**config.mk**
```make
export PLATFORM = sky130hd
export DESIGN_NAME = xbus_paged_ctrl
export DESIGN_NICKNAME = d
export VERILOG_FILES = /design/src/rtl/xbus_pkg.sv /design/src/rtl/xbus_cfg_regs.sv /design/src/rtl/xbus_mem_decode.sv /design/src/rtl/xbus_io_decode.sv /design/src/rtl/xbus_ext_arb.sv /design/src/rtl/xbus_paged_ctrl.sv
export SDC_FILE = /design/constraint.sdc
export NUM_CORES = 1
export LEC_CHECK = 0
export BUFFER_PORTS_ARGS = -buffer_cell sky130_fd_sc_hd__buf_4
export CAP_MARGIN = 0
export CORE_ASPECT_RATIO = 0.8
export CORE_MARGIN = 4
export CORE_UTILIZATION = 51
export CTS_CLUSTER_SIZE = 12
export DETAILED_ROUTE_END_ITERATION = 6
export PLACE_DENSITY = 0.91
export SLEW_MARGIN = 0
export SYNTH_ARGS = -nofsm -noshare
export SYNTH_HDL_FRONTEND = slang
export SYNTH_HIERARCHICAL = 1
export SYNTH_SLANG_ARGS = --single-unit
```
**constraint.sdc**
```tcl
create_clock -name clk -period 3.6 [get_ports clk]
set_input_delay 0.54 -clock clk [delete_from_list [all_inputs] [get_ports clk]]
set_output_delay 0.54 -clock clk [all_outputs]
set_load 0.1 [all_outputs]
```
**src/rtl/xbus_pkg.sv**
```systemverilog
package xbus_pkg;
  localparam int NB     = 4;   // external memory banks
  localparam int BANK_W = 2;
  localparam int NPORT  = 3;   // dm, pm, io
  localparam int PORT_W = 2;

  localparam logic [PORT_W-1:0] PORT_DM = 2'd0;
  localparam logic [PORT_W-1:0] PORT_PM = 2'd1;
  localparam logic [PORT_W-1:0] PORT_IO = 2'd2;

  typedef enum logic [2:0] {
    TGT_NONE  = 3'd0,
    TGT_RAM0  = 3'd1,
    TGT_RAM1  = 3'd2,
    TGT_RAM2  = 3'd3,
    TGT_ROM   = 3'd4,
    TGT_EXT   = 3'd5,
    TGT_BAD   = 3'd6,
    TGT_IOINT = 3'd7
  } tgt_e;
endpackage

```
**src/rtl/xbus_cfg_regs.sv**
```systemverilog
module xbus_cfg_regs
  import xbus_pkg::*;
#(
  parameter int PAGE_W = 8,
  parameter int WAIT_W = 4,
  parameter int DW     = 16
) (
  input  logic                         clk,
  input  logic                         rst,
  input  logic                         cfg_we,
  input  logic [2:0]                   cfg_addr,
  input  logic [DW-1:0]                cfg_wdata,
  output logic [NB-2:0][PAGE_W-1:0]    bnd,
  output logic [NB:0][WAIT_W-1:0]      wcount,
  output logic [NB:0]                  wmode
);
  // index NB of wcount/wmode is the external I/O setting
  localparam logic [2:0] IO_SLOT = 3'd3;
  localparam logic [2:0] BANK0_SLOT = 3'd4;

  logic unused_wdata;
  assign unused_wdata = ^cfg_wdata;

  always_ff @(posedge clk) begin
    if (rst) begin
      for (int k = 0; k < NB-1; k++)
        bnd[k] <= PAGE_W'((k + 1) * ((2 ** PAGE_W) / NB));
      wcount <= '0;
      wmode  <= '0;
    end else if (cfg_we) begin
      if (cfg_addr < IO_SLOT) begin
        bnd[cfg_addr[1:0]] <= cfg_wdata[PAGE_W-1:0];
      end else if (cfg_addr == IO_SLOT) begin
        wcount[NB] <= cfg_wdata[WAIT_W-1:0];
        wmode[NB]  <= cfg_wdata[DW-1];
      end else begin
        wcount[cfg_addr - BANK0_SLOT] <= cfg_wdata[WAIT_W-1:0];
        wmode[cfg_addr - BANK0_SLOT]  <= cfg_wdata[DW-1];
      end
    end
  end

  // boundaries stay ascending only if software writes them so; check that
  // reset leaves them ascending.
  a_r11_reset_bounds: assert property (@(posedge clk)
    $fell(rst) |-> (bnd[0] < bnd[1]) && (bnd[1] < bnd[2]) && (wcount == '0));
endmodule

```
**src/rtl/xbus_mem_decode.sv**
```systemverilog
module xbus_mem_decode
  import xbus_pkg::*;
#(
  parameter int ADDR_W     = 24,
  parameter int PAGE_W     = 8,
  parameter int RAM0_WORDS = 16384,
  parameter int RAM1_WORDS = 16384,
  parameter int RAM2_WORDS = 8192,
  parameter int ROM_WORDS  = 4096
) (
  input  logic [ADDR_W-1:0]          addr,
  input  logic [NB-2:0][PAGE_W-1:0]  bnd,
  output tgt_e                       tgt,
  output logic [BANK_W-1:0]          bank
);
  localparam int OFF_W = ADDR_W - PAGE_W;
  localparam logic [OFF_W:0] END0 = (OFF_W+1)'(RAM0_WORDS);
  localparam logic [OFF_W:0] END1 = (OFF_W+1)'(RAM0_WORDS + RAM1_WORDS);
  localparam logic [OFF_W:0] END2 = (OFF_W+1)'(RAM0_WORDS + RAM1_WORDS + RAM2_WORDS);
  localparam logic [OFF_W:0] ROM_BASE = (OFF_W+1)'((2 ** OFF_W) - ROM_WORDS);

  logic [PAGE_W-1:0] page;
  logic [OFF_W:0]    off;

  assign page = addr[ADDR_W-1:OFF_W];
  assign off  = {1'b0, addr[OFF_W-1:0]};

  always_comb begin
    bank = BANK_W'(NB - 1);
    for (int k = NB - 2; k >= 0; k--)
      if (page < bnd[k]) bank = BANK_W'(k);
  end

  always_comb begin
    if (page == '0) begin
      if (off < END0)      tgt = TGT_RAM0;
      else if (off < END1) tgt = TGT_RAM1;
      else if (off < END2) tgt = TGT_RAM2;
      else                 tgt = TGT_BAD;
    end else if ((&page) && (off >= ROM_BASE)) begin
      tgt = TGT_ROM;
    end else begin
      tgt = TGT_EXT;
    end
  end
endmodule

```
**src/rtl/xbus_io_decode.sv**
```systemverilog
module xbus_io_decode
  import xbus_pkg::*;
#(
  parameter int IO_W          = 18,
  parameter int IO_PAGE_SHIFT = 10,
  parameter int IO_INT_PAGES  = 32
) (
  input  logic [IO_W-1:0] io_addr,
  output tgt_e            tgt
);
  localparam int IOP_W = IO_W - IO_PAGE_SHIFT;
  localparam logic [IOP_W-1:0] INT_LIM = IOP_W'(IO_INT_PAGES);

  logic [IOP_W-1:0] io_page;
  assign io_page = io_addr[IO_W-1:IO_PAGE_SHIFT];
  assign tgt = (io_page < INT_LIM) ? TGT_IOINT : TGT_EXT;
endmodule

```
**src/rtl/xbus_ext_arb.sv**
```systemverilog
module xbus_ext_arb
  import xbus_pkg::*;
#(
  parameter int XA_W   = 20,
  parameter int XD_W   = 16,
  parameter int WAIT_W = 4
) (
  input  logic                           clk,
  input  logic                           rst,
  input  logic [NPORT-1:0]               want,
  input  logic [NPORT-1:0][XA_W-1:0]     p_xa,
  input  logic [NPORT-1:0]               p_we,
  input  logic [NPORT-1:0][XD_W-1:0]     p_wdata,
  input  logic [NPORT-1:0][BANK_W-1:0]   p_bank,
  input  logic [NB:0][WAIT_W-1:0]        wcount,
  input  logic [NB:0]                    wmode,
  input  logic                           x_ack,
  output logic [XA_W-1:0]                xa,
  output logic [XD_W-1:0]                xd_out,
  output logic                           xd_oe,
  output logic                           x_we,
  output logic [NB-1:0]                  x_ms,
  output logic                           x_ioms,
  output logic [NPORT-1:0]               done
);
  typedef enum logic {ST_IDLE, ST_XFER} st_e;

  st_e               state_q;
  logic [PORT_W-1:0] owner_q;
  logic [WAIT_W-1:0] cnt_q;
  logic              mode_q;
  logic [PORT_W-1:0] win;
  logic              any;
  logic [2:0]        widx;
  logic              fin;

  always_comb begin
    win = '0;
    any = 1'b0;
    for (int p = NPORT - 1; p >= 0; p--)
      if (want[p]) begin
        win = PORT_W'(p);
        any = 1'b1;
      end
  end

  assign widx = (win == PORT_IO) ? 3'(NB) : {1'b0, p_bank[win]};
  assign fin  = (state_q == ST_XFER) && (cnt_q == '0) && (!mode_q || x_ack);

  always_comb begin
    done = '0;
    if (fin) done[owner_q] = 1'b1;
  end

  always_ff @(posedge clk) begin
    if (rst) begin
      state_q <= ST_IDLE;
      owner_q <= '0;
      cnt_q   <= '0;
      mode_q  <= 1'b0;
      xa      <= '0;
      xd_out  <= '0;
      xd_oe   <= 1'b0;
      x_we    <= 1'b0;
      x_ms    <= '0;
      x_ioms  <= 1'b0;
    end else if (state_q == ST_IDLE) begin
      if (any) begin
        state_q <= ST_XFER;
        owner_q <= win;
        cnt_q   <= wcount[widx];
        mode_q  <= wmode[widx];
        xa      <= p_xa[win];
        xd_out  <= p_wdata[win];
        xd_oe   <= p_we[win];
        x_we    <= p_we[win];
        if (win == PORT_IO) x_ioms <= 1'b1;
        else                x_ms   <= NB'(1) << p_bank[win];
      end
    end else if (fin) begin
      state_q <= ST_IDLE;
      xd_oe   <= 1'b0;
      x_we    <= 1'b0;
      x_ms    <= '0;
      x_ioms  <= 1'b0;
    end else if (cnt_q != '0) begin
      cnt_q <= cnt_q - 1'b1;
    end
  end

  a_r9_one_select: assert property (@(posedge clk) disable iff (rst)
    $onehot0({x_ms, x_ioms}));
  a_r9_idle_quiet: assert property (@(posedge clk) disable iff (rst)
    (state_q == ST_IDLE) |-> ({x_ms, x_ioms} == '0) && !xd_oe);
  a_r5_bus_hold: assert property (@(posedge clk) disable iff (rst)
    (state_q == ST_XFER && !fin) |=> $stable(xa) && $stable(x_ms) && $stable(x_ioms));
  a_r6_count_down: assert property (@(posedge clk) disable iff (rst)
    (state_q == ST_XFER && cnt_q != '0) |=> (state_q == ST_XFER) && (cnt_q == $past(cnt_q) - 1'b1));
  a_r7_ack_stretch: assert property (@(posedge clk) disable iff (rst)
    (state_q == ST_XFER && cnt_q == '0 && mode_q && !x_ack) |=> (state_q == ST_XFER));
  a_r8_dm_first: assert property (@(posedge clk) disable iff (rst)
    (state_q == ST_IDLE && want[PORT_DM]) |=> (owner_q == PORT_DM));
endmodule

```
**src/rtl/xbus_paged_ctrl.sv**
```systemverilog
module xbus_paged_ctrl
  import xbus_pkg::*;
#(
  parameter int ADDR_W        = 24,
  parameter int PAGE_W        = 8,
  parameter int IO_W          = 18,
  parameter int XA_W          = 20,
  parameter int XD_W          = 16,
  parameter int WAIT_W        = 4,
  parameter int RAM0_WORDS    = 16384,
  parameter int RAM1_WORDS    = 16384,
  parameter int RAM2_WORDS    = 8192,
  parameter int ROM_WORDS     = 4096,
  parameter int IO_PAGE_SHIFT = 10,
  parameter int IO_INT_PAGES  = 32
) (
  input  logic              clk,
  input  logic              rst,
  input  logic              cfg_we,
  input  logic [2:0]        cfg_addr,
  input  logic [XD_W-1:0]   cfg_wdata,
  input  logic              dm_req,
  input  logic [ADDR_W-1:0] dm_addr,
  input  logic              dm_we,
  input  logic [XD_W-1:0]   dm_wdata,
  output logic              dm_rdy,
  output logic [2:0]        dm_tgt,
  output logic [XD_W-1:0]   dm_rdata,
  input  logic              pm_req,
  input  logic [ADDR_W-1:0] pm_addr,
  input  logic              pm_we,
  input  logic [XD_W-1:0]   pm_wdata,
  output logic              pm_rdy,
  output logic [2:0]        pm_tgt,
  output logic [XD_W-1:0]   pm_rdata,
  input  logic              io_req,
  input  logic [IO_W-1:0]   io_addr,
  input  logic              io_we,
  input  logic [XD_W-1:0]   io_wdata,
  output logic              io_rdy,
  output logic [2:0]        io_tgt,
  output logic [XD_W-1:0]   io_rdata,
  output logic [XA_W-1:0]   xa,
  output logic [XD_W-1:0]   xd_out,
  output logic              xd_oe,
  input  logic [XD_W-1:0]   xd_in,
  output logic              x_we,
  input  logic              x_ack,
  output logic [NB-1:0]     x_ms,
  output logic              x_ioms
);
  localparam int NMEM = 2;

  logic [NB-2:0][PAGE_W-1:0] bnd;
  logic [NB:0][WAIT_W-1:0]   wcount;
  logic [NB:0]               wmode;

  logic [NMEM-1:0][ADDR_W-1:0] m_addr;
  tgt_e                        dec_tgt  [NPORT];
  logic [BANK_W-1:0]           dec_bank [NMEM];

  logic [NPORT-1:0]             req, we, is_ext, want, int_hit, ext_done;
  logic [NPORT-1:0][XA_W-1:0]   a_xa;
  logic [NPORT-1:0][XD_W-1:0]   a_wdata;
  logic [NPORT-1:0][BANK_W-1:0] a_bank;

  logic [NPORT-1:0]           rdy_q;
  logic [NPORT-1:0][2:0]      tgt_q;
  logic [NPORT-1:0][XD_W-1:0] rdata_q;

  xbus_cfg_regs #(.PAGE_W(PAGE_W), .WAIT_W(WAIT_W), .DW(XD_W)) u_cfg (
    .clk(clk), .rst(rst), .cfg_we(cfg_we), .cfg_addr(cfg_addr),
    .cfg_wdata(cfg_wdata), .bnd(bnd), .wcount(wcount), .wmode(wmode)
  );

  assign m_addr = {pm_addr, dm_addr};

  for (genvar g = 0; g < NMEM; g++) begin : g_mdec
    xbus_mem_decode #(
      .ADDR_W(ADDR_W), .PAGE_W(PAGE_W), .RAM0_WORDS(RAM0_WORDS),
      .RAM1_WORDS(RAM1_WORDS), .RAM2_WORDS(RAM2_WORDS), .ROM_WORDS(ROM_WORDS)
    ) u_dec (
      .addr(m_addr[g]), .bnd(bnd), .tgt(dec_tgt[g]), .bank(dec_bank[g])
    );
  end

  xbus_io_decode #(
    .IO_W(IO_W), .IO_PAGE_SHIFT(IO_PAGE_SHIFT), .IO_INT_PAGES(IO_INT_PAGES)
  ) u_iodec (
    .io_addr(io_addr), .tgt(dec_tgt[PORT_IO])
  );

  always_comb begin
    req = {io_req, pm_req, dm_req};
    we  = {io_we, pm_we, dm_we};
    a_wdata = {io_wdata, pm_wdata, dm_wdata};
    for (int p = 0; p < NMEM; p++) begin
      a_xa[p]   = m_addr[p][XA_W-1:0];
      a_bank[p] = dec_bank[p];
    end
    a_xa[PORT_IO]   = XA_W'(io_addr);
    a_bank[PORT_IO] = '0;
    for (int p = 0; p < NPORT; p++) begin
      is_ext[p]  = (dec_tgt[p] == TGT_EXT);
      want[p]    = req[p] && is_ext[p] && !rdy_q[p];
      int_hit[p] = req[p] && !is_ext[p] && !rdy_q[p];
    end
  end

  xbus_ext_arb #(.XA_W(XA_W), .XD_W(XD_W), .WAIT_W(WAIT_W)) u_arb (
    .clk(clk), .rst(rst), .want(want), .p_xa(a_xa), .p_we(we),
    .p_wdata(a_wdata), .p_bank(a_bank), .wcount(wcount), .wmode(wmode),
    .x_ack(x_ack), .xa(xa), .xd_out(xd_out), .xd_oe(xd_oe), .x_we(x_we),
    .x_ms(x_ms), .x_ioms(x_ioms), .done(ext_done)
  );

  always_ff @(posedge clk) begin
    if (rst) begin
      rdy_q   <= '0;
      tgt_q   <= '0;
      rdata_q <= '0;
    end else begin
      for (int p = 0; p < NPORT; p++) begin
        rdy_q[p] <= int_hit[p] | ext_done[p];
        if (int_hit[p])       tgt_q[p] <= dec_tgt[p];
        else if (ext_done[p]) tgt_q[p] <= TGT_EXT;
        else                  tgt_q[p] <= TGT_NONE;
        rdata_q[p] <= (ext_done[p] && !we[p]) ? xd_in : '0;
      end
    end
  end

  assign dm_rdy   = rdy_q[PORT_DM];
  assign pm_rdy   = rdy_q[PORT_PM];
  assign io_rdy   = rdy_q[PORT_IO];
  assign dm_tgt   = tgt_q[PORT_DM];
  assign pm_tgt   = tgt_q[PORT_PM];
  assign io_tgt   = tgt_q[PORT_IO];
  assign dm_rdata = rdata_q[PORT_DM];
  assign pm_rdata = rdata_q[PORT_PM];
  assign io_rdata = rdata_q[PORT_IO];

  for (genvar g = 0; g < NPORT; g++) begin : g_chk
    a_r6_single_pulse: assert property (@(posedge clk) disable iff (rst)
      rdy_q[g] |=> !rdy_q[g]);
    a_r12_rdata_only_on_rdy: assert property (@(posedge clk) disable iff (rst)
      !rdy_q[g] |-> (rdata_q[g] == '0));
  end
endmodule

```
==> results.md <==
* Bufs on Longest Clock Path at 2
* Initial core utilization at a little over half
* DP HPWL at 18.20 mm
* Syn Area/Cell at about 9.4 sq um
* Seq cells post-synth at 159
* Gate count of the mapped netlist at 854
* Most frequent cells in the layout: buf_4 (269), dfxtp_1 (159), a21oi_1 (73)
* Unrepaired setup endpoints after global routing: no
* Area Growth Syn to Fin at 33.01%
* Clock skew at 13.43 ps
* TNS Setup at 0 ps
* Final period utilization at 87.30%
* Gate power share at 25.5%
* Slew Limit Fails at 0
* Cell taking the most area after synthesis: dfxtp_1
* Worst-Margin Slew at 705.9 ps
* Post-DP Area at between 10000 and 15000 sq um
* Total gr overflow at 0
* Hold-fix buffers at CTS at 0
* Pre-CTS setup slack at about 200 ps
* DRT Pass-1 Iters at 6
* Worst EP required at 3880 ps
* Sw power at about 1800 uW
* Status: finished, final reports clean
* Startpoint types: register
* Most common cell after layout, fill and taps aside: buf_4
* Total CTS buffers at 17
* Clock root cell: clkbuf_16
* Routed Antenna Nets at 0
* Vias at ~7400
* VDD IR max at 369.4 uV
* CP endpoint kind: register
* Placer congestion estimate at 0.8937
* Flop pwr share at a little under two fifths
* Chip height at ~120 microns
* Vias/cell at 5.620
* Initial drt markers at about 480
* First-pass GRT wire length at 37.73 mm
* Synthesized area at approximately 8000 sq um
* Core area at 15210 sq um
* Final hold slack at 325.6 ps
* Critical path class: register to register
* Gr usage total at 26.51%
* Setup bufs post-CTS at 0
* Lkg Pwr at 0.004898 uW
* Port bufs at 254
* Fmax at ~320 MHz
* Netlist cell types at 60
* Drt drc at 0
* Slew margin rel. at a little over half
* PnR worst setup slack at 457.2 ps
* Min cycle time layout at 3143 ps
* Synth top area cells: dfxtp_1 (40%), mux2i_1 (7.6%), ha_1 (6.9%), nand2b_1 (5.4%), mux2_2 (4.6%)
* Min-Delay Path Class: primary input to register
* Net Sw Frac at a little over a third
* EDFF count, synth at 0
* Hold Fails Final Rpt at 0
* Clk Latency, worst-skew pair at around 430 ps
* Antenna violations before repair at 0
* Fillcell total at 1162
* Int Power at 3221 uW
* Max_cap viols at 0
* CTS H-tree lvls at 4
* Count of final setup violators at 0
* Count of standard-cell rows at 40
* Share of layout cells above drive strength 1 at 32.03%
* Post-synthesis sequential area ratio at 39.76%
* # nets final at 1292
* Die footprint at about 18000 sq um
* Clock power frac at 36.9%
* Largest net degree at the start of global routing at 70
* Aggregate routed wire length at 24.34 mm
* Async SR Flop Fraction at 0%
* Die Wd at 148.1 microns
* WL/cell at about 19 microns
* Ant diodes at 0
* CTS tree: built
* PostCTS Resize Cnt at 0
* Area fraction of the dominant cell type after synthesis at 39.76%
* Synth Warn # at 6
* Main synth FF type: dfxtp_1
* PwrDens at roughly 470 nW/um^2
* Ports at between 200 and 300
* Vias in the first global route at 7305
* Clock sinks at 159
* Reg clk slew, reported paths at 80 ps
* Final Cell Area at 10650 sq um
* Worst-path fanout max at 5
* Worst Path Arrival at 3420 ps
-- sequential cells by signal, summed over array words and instances (netlist names) --
name,count
pm_rdata,16
u_cfg/wcount,20
rdy_q,3
u_arb/x_ioms,1
u_arb/state_q,1
u_cfg/bnd,24
u_arb/x_ms,4
dm_tgt,3
u_arb/xd_out,16
pm_tgt,3
io_rdata,16
dm_rdata,16
io_tgt,3
u_cfg/wmode,5
u_arb/cnt_q,4
u_arb/xa,20
u_arb/owner_q,2
u_arb/x_we,1
u_arb/mode_q,1
-- worst max-delay path: stages (launching register included) --
cell and delay, ps:
dfxtp_1 390, inv_1 70, ha_1 280, a21o_1 160, a2111oi_2 350, o31a_1 200, a31oi_1 70, and3b_1 230
a21oi_4 290, buf_4 200, mux4_1 580, nand2_1 100, a211oi_1 70
-- path summary, 6_finish.rpt --
path,startpoint,end,slack (ps),depth (start not counted)
setup / recovery,u_cfg/bnd[1]$_SDFFE_PP0P_,u_arb/cnt_q[2]$_SDFFE_PP0P_,460,12
hold reg to reg,u_arb/xa[4]$_SDFFE_PP0P_,u_arb/xa[4]$_SDFFE_PP0P_,460,2
hold / removal,xd_in[14],pm_rdata[14]$_SDFF_PP0_,330,2
setup reg to reg,u_cfg/bnd[1]$_SDFFE_PP0P_,u_arb/cnt_q[2]$_SDFFE_PP0P_,460,12
-- power groups by stage --
stage | Sequential (uW) | Clock, uW | Combinational (uW)
after floorplan | 2330 | 0 | 468
after global placement | 1920 | 0 | 1240
after detailed placement | 1930 | 0 | 1260
after CTS | 1890 | 1870 | 1270
after global routing | 1900 | 1940 | 1350
final | 1890 | 1850 | 1280
-- metal layers --
layer	global-route usage (%)	vias to the layer above	wire (microns)
met5	0	-	0
met2	45.05	359	11640
met1	32.89	3497	10020
met3	6.908	46	2118
li1	-	3471	-
met4	8.540	0	552
-- through the flow --
| stage | std cells | total power (uW) | util, % |
|---|---|---|---|
| final | 1312 | 5015 | 69.99 |
| after CTS | 1312 | 5026 | 69.99 |
| after global placement | 1280 | 3157 | 65.87 |
| after global routing | 1312 | 5186 | 69.99 |
| after detailed placement | 1280 | 3188 | 65.87 |
| after floorplan | 856 | 2800 | - |
-- cell usage after synthesis, types with 9 or more instances --
master / instances
buf_2: 9
a21oi_1: 73
nand2b_1: 69
mux2_2: 33
o221ai_1: 30
nand2_1: 60
o21ai_0: 11
ha_1: 44
nor3_1: 14
buf_4: 12
inv_1: 49
nor2_1: 39
clkbuf_1: 28
and2_1: 49
mux2i_1: 61
dfxtp_1: 159
-- layout make-up --
cell class | count | area, sq um | share of cell area (%)
inverter | 49 | 183.9 | 1.727
clock inverter | 15 | 201.4 | 1.892
timing repair buffer | 270 | 2039 | 19.15
clock buffer | 17 | 425.4 | 3.995
tap | 210 | 262.8 | 2.467
sequential | 159 | 3183 | 29.89
multi-input combinational | 592 | 4353 | 40.88
-- cell families (layout without fill, tap and decap cells) --
kind of cell               Yosys count  in the layout  share of synthesized area [%]
buffers and inverters              105            351                          6.095
other                                2              4                        0.09380
adders and majority gates           44             44                          6.876
DFF                                159            159                          39.76
muxes                               97             97                          13.25
and+or+nand+nor                    288            288                          20.69
AOI/OAI and AO/OA                  159            159                          13.24
No activity file was read; power rests on OpenSTA's default activity.
